[src/rtl/bls_pkg.sv]
package bls_pkg;
  localparam int unsigned NUM_LANES = 2;
  localparam int unsigned LANE_LO   = 0;
  localparam int unsigned LANE_HI   = 1;

  typedef enum logic {
    XFER_WRITE = 1'b0,
    XFER_READ  = 1'b1
  } xfer_dir_e;
endpackage

[src/rtl/bls_region_decode.sv]
module bls_region_decode #(
  parameter int unsigned TAG_W      = 12,
  parameter int unsigned REGION_TAG = 'h0A5
) (
  input  logic [TAG_W-1:0] tag_i,
  input  logic             as_n,
  output logic             hit_o
);
  localparam logic [TAG_W-1:0] TAG_C = TAG_W'(REGION_TAG);

  always_comb begin
    hit_o = (!as_n) && (tag_i == TAG_C);
  end
endmodule

[src/rtl/bls_lane_gate.sv]
module bls_lane_gate
  import bls_pkg::*;
#(
  parameter int unsigned LANES = NUM_LANES
) (
  input  logic             hit_i,
  input  xfer_dir_e        dir_i,
  input  logic [LANES-1:0] strb_n_i,
  output logic [LANES-1:0] cs_n_o,
  output logic [LANES-1:0] oe_n_o,
  output logic             we_n_o
);
  for (genvar g = 0; g < LANES; g++) begin : g_lane
    logic lane_on;
    always_comb begin
      lane_on   = hit_i && !strb_n_i[g];
      cs_n_o[g] = !lane_on;
      oe_n_o[g] = !(lane_on && (dir_i == XFER_READ));
    end
  end

  always_comb begin
    we_n_o = !(hit_i && (dir_i == XFER_WRITE));
  end
endmodule

[src/rtl/bls_ack_timer.sv]
module bls_ack_timer #(
  parameter int unsigned WAIT_STATES = 3
) (
  input  logic clk,
  input  logic rst_n,
  input  logic access_i,
  output logic ack_n_o
);
  localparam int unsigned CNT_W = $clog2(WAIT_STATES + 2);
  localparam logic [CNT_W-1:0] LIMIT = CNT_W'(WAIT_STATES);

  logic [CNT_W-1:0] cnt_q;
  logic [CNT_W-1:0] cnt_d;
  logic             cnt_en;
  logic             at_limit;

  always_comb begin
    at_limit = (cnt_q == LIMIT);
    cnt_en   = access_i || (cnt_q != '0);
    if (!access_i) begin
      cnt_d = '0;
    end else if (at_limit) begin
      cnt_d = cnt_q;
    end else begin
      cnt_d = cnt_q + 1'b1;
    end
    ack_n_o = !(access_i && at_limit && rst_n);
  end

  always_ff @(posedge clk or negedge rst_n) begin
    if (!rst_n) begin
      cnt_q <= '0;
    end else if (cnt_en) begin
      cnt_q <= cnt_d;
    end
  end
endmodule

[src/rtl/bls_sram_glue.sv]
module bls_sram_glue
  import bls_pkg::*;
#(
  parameter int unsigned ADDR_W      = 24,
  parameter int unsigned RAM_AW      = 11,
  parameter int unsigned REGION_TAG  = 'h0A5,
  parameter int unsigned WAIT_STATES = 3
) (
  input  logic              clk,
  input  logic              rst_n,
  input  logic [ADDR_W-1:1] addr_i,
  input  logic              as_n,
  input  logic              uds_n,
  input  logic              lds_n,
  input  logic              rd_wr,
  output logic [RAM_AW-1:0] ram_addr_o,
  output logic              cs_lo_n,
  output logic              cs_hi_n,
  output logic              we_n,
  output logic              oe_lo_n,
  output logic              oe_hi_n,
  output logic              dtack_n
);
  localparam int unsigned TAG_W = ADDR_W - 1 - RAM_AW;

  logic                 hit;
  logic                 access;
  logic [NUM_LANES-1:0] strb_n;
  logic [NUM_LANES-1:0] cs_n;
  logic [NUM_LANES-1:0] oe_n;
  xfer_dir_e            dir;

  always_comb begin
    ram_addr_o      = addr_i[RAM_AW:1];
    strb_n[LANE_LO] = lds_n;
    strb_n[LANE_HI] = uds_n;
    dir             = xfer_dir_e'(rd_wr);
  end

  bls_region_decode #(
    .TAG_W     (TAG_W),
    .REGION_TAG(REGION_TAG)
  ) u_decode (
    .tag_i(addr_i[ADDR_W-1:RAM_AW+1]),
    .as_n (as_n),
    .hit_o(hit)
  );

  bls_lane_gate #(
    .LANES(NUM_LANES)
  ) u_lanes (
    .hit_i   (hit),
    .dir_i   (dir),
    .strb_n_i(strb_n),
    .cs_n_o  (cs_n),
    .oe_n_o  (oe_n),
    .we_n_o  (we_n)
  );

  always_comb begin
    cs_lo_n = cs_n[LANE_LO];
    cs_hi_n = cs_n[LANE_HI];
    oe_lo_n = oe_n[LANE_LO];
    oe_hi_n = oe_n[LANE_HI];
    access  = !(&cs_n);
  end

  bls_ack_timer #(
    .WAIT_STATES(WAIT_STATES)
  ) u_ack (
    .clk     (clk),
    .rst_n   (rst_n),
    .access_i(access),
    .ack_n_o (dtack_n)
  );
endmodule

[config.mk]
export PLATFORM = sky130hd
export DESIGN_NAME = bls_sram_glue
export DESIGN_NICKNAME = d
export VERILOG_FILES = /design/src/rtl/bls_pkg.sv /design/src/rtl/bls_region_decode.sv /design/src/rtl/bls_lane_gate.sv /design/src/rtl/bls_ack_timer.sv /design/src/rtl/bls_sram_glue.sv
export SDC_FILE = /design/constraint.sdc
export NUM_CORES = 1
export LEC_CHECK = 0
export BUFFER_PORTS_ARGS = -buffer_cell sky130_fd_sc_hd__buf_2
export CORE_AREA = 3 3 40 42
export DETAILED_ROUTE_END_ITERATION = 7
export DIE_AREA = 0 0 43 45
export PLACE_DENSITY = 0.72
export SYNTH_ARGS = -nofsm -noshare
export SYNTH_HDL_FRONTEND = slang
export SYNTH_SLANG_ARGS = --single-unit
[constraint.sdc]
create_clock -name clk -period 3.3 [get_ports clk]
set_input_delay 0.165 -clock clk [delete_from_list [all_inputs] [get_ports clk]]
set_output_delay 0.165 -clock clk [all_outputs]
set_load 0.01 [all_outputs]
==> summary.md <==
| Metric | Value |
|---|---|
| Outcome | `completed` |
| Pwr Density | `about 250 mW/mm2` |
| CTS buffer count | `3` |
| Vias | `between 300 and 400` |
| Hold Buf Count CTS | `1` |
| Post-CTS Repair Setup Buffers | `0` |
| Net count, final | `slightly below 100` |
| Netlist cell types | `20` |
| Post-Syn Area | `383 um2` |
| Top flop regs | `u_ack.cnt_q: 3 flops` |
| Crit share post-route | `a little under half` |
| # DRC | `0` |
| Peak VDD IR | `roughly 0.12 mV` |
| Worst Path Arrival | `around 1.7 ns` |
| Die W | `43 um` |
| Pins Over Slew Limit | `0` |
| Vias in the first global route | `327` |
| GP Congestion | `around 0.74` |
| Initial core utilization | `about 30%` |
| # port buffers | `23` |
| Final hold violation count | `0` |
| Post_cts resized | `0` |
| EDFF count, synth | `0` |
| Critical Path Fanout Max | `6` |
| Share of cells above drive strength 1 | `about 49%` |
| Routed via count divided by cell count | `between 4 and 5` |
| Max-cap violations | `0` |
| Final Power | `around 120 uW` |
| Post-synthesis instance total | `48` |
| DRT Pass-1 Iters | `4` |
| Longest Clk Path Bufs | `2` |
| Clk Latency, worst-skew pair | `roughly 0.23 ns` |
| IO Pins | `46` |
| Worst Skew | `0.00213 ns` |
| Worst rel slew slack | `~86%` |
| ANT nets after route | `0` |
| Worst-path clk slew | `0.04 ns` |
| Initial antenna violation count | `0` |
| Seq/Total Area, Yosys | `just under 20%` |
| RSZ-0062 raised after global routing | `no` |
| Fin crit period | `between 1.5 and 2 ns` |
| Biggest register | `u_ack.cnt_q` |
| Die ar. | `slightly below 0.002 mm2` |
| CP required | `roughly 3.5 ns` |
| Syn nets | `80` |
| Asr flop ratio synth | `100%` |
| Final setup margin | `1.78 ns` |
| GRT Resource Usage Total | `8.25%` |
| Largest register FFs | `3` |
| Final std cells w/o fill | `80` |
| Hold Path Class | `input pin to flop` |
| Ys Warns | `0` |
| Largest net degree at the start of global routing | `7` |
| Startpoint Class | `flop` |
| Peak Freq | `about 660 MHz` |
| Clk Tree Root Cell | `clkbuf_4` |
| Initial DRC count | `2` |
| # setup viols final | `0` |
| Leak Pwr | `0.210 nW` |
| Htree depth | `1` |
| Total gr overflow | `0` |
| Routed WL per cell | `between 9 and 10 um` |
| Worst-Margin Slew | `approximately 0.21 ns` |
| CTS Sinks | `3` |
| Area growth, synth to finish | `22.9%` |
| Final TNS setup | `0 ns` |
| N_diodes | `0` |
| Routed wire length | `about 770 um` |
| Placed cells | `75` |
| Main synth FF type | `dfrtp_1` |
| Global-route wire length before repair | `between 1000 and 1500 um` |
| Site row count | `13` |
| Setup WS pre-CTS | `about 1.8 ns` |
| Critical path class | `flop to flop` |
| CORE AREA | `~0.0013 mm2` |
| Average size of a mapped cell | `about 8 um2` |
| Die height | `between 40 and 50 um` |
| Critical Path End Type | `flop` |
| Synth Register Bits | `3` |
| CTS tree | `built` |
## layout make-up
type	instances	area [um2]
fill	147	815
multi-input combinational	29	206
timing repair buffer	24	125
sequential	3	75.1
clock buffer	4	26.3
inverter	5	18.8
tap	15	18.8
## where the power goes
group	internal, mW	switching (mW)
Combinational	0.00966	0.00573
Sequential	0.0371	0.000103
Clock	0.0452	0.0177
Total	0.0920	0.0235
## cell usage after synthesis (all sizes together) (2+ instances only)
cell type / count / area share (%)
and4bb: 2 / 6.5
buf: 11 / 22
dfrtp: 3 / 20
ha: 3 / 9.8
inv: 5 / 4.9
mux2i: 2 / 5.2
nand2: 5 / 5.6
nand3: 4 / 6.5
nor2: 5 / 5.6
nor3: 2 / 3.9
or2: 2 / 3.3
## per-stage QoR
step	hold slack (ns)	util (%)	instance area [um2]
global placement	-0.0279	33.8	434
global route	0.261	36.6	470
detailed placement	-0.0266	33.8	434
floorplan	-0.131	-	383
CTS	0.244	36.6	470
finish	0.244	36.6	470
## critical path, stage by stage, from the launching register on
cell and delay (ns):
dfrtp_1 0.41, ha_1 0.22, ha_1 0.24, or2_1 0.23, a211o_1 0.30, o21ai_2 0.05
## metal layers
metal | vias to the layer above | routed length [um] | GRT usage (%)
li1 | 183 | - | -
met1 | 135 | 310 | 9.66
met2 | 24 | 303 | 12.3
met3 | 2 | 143 | 4.38
met4 | 0 | 9 | 4.22
met5 | - | 0 | 0
## cell families (layout without fill, tap and decap cells)
kind of cell | Yosys count | count (layout) | share of synthesized area [%]
flops | 3 | 3 | 19.6
simple gates | 21 | 21 | 33.0
fa+ha+maj | 3 | 3 | 9.80
compound gates | 3 | 3 | 5.88
buf+inv | 16 | 33 | 26.5
mux | 2 | 2 | 5.23
## cells in the final DEF, fill, tap and decap left out
cell type       n
a211o_1         1
o21ai_2         1
and4bb_2        1
nand3_1         3
inv_1           5
nor2_1          4
clkbuf_4        3
or2_1           2
and4bb_1        1
buf_2          23
nand2_2         1
mux2i_1         2
nor3_2          1
nor3_1          1
dfrtp_1         3
nand3_2         1
clkbuf_1        1
a21oi_1         1
ha_1            3
dlygate4sd3_1   1
nand4_1         1
nor2_2          1
nand2_1         4
## path summary, 6_finish.rpt
kind	endpoint	slack (ns)	from	depth (start not counted)
max	u_ack.cnt_q[0]	1.78	u_ack.cnt_q[0]	5
min	u_ack.cnt_q[2]	0.24	as_n	4
max reg2reg	u_ack.cnt_q[0]	1.78	u_ack.cnt_q[0]	5
min reg2reg	u_ack.cnt_q[0]	0.57	u_ack.cnt_q[2]	3
max in group asynchronous	u_ack.cnt_q[0]	2.92	rst_n	2
min in group asynchronous	u_ack.cnt_q[2]	0.26	rst_n	2
Note: power is estimated with default switching activity, not from simulation.
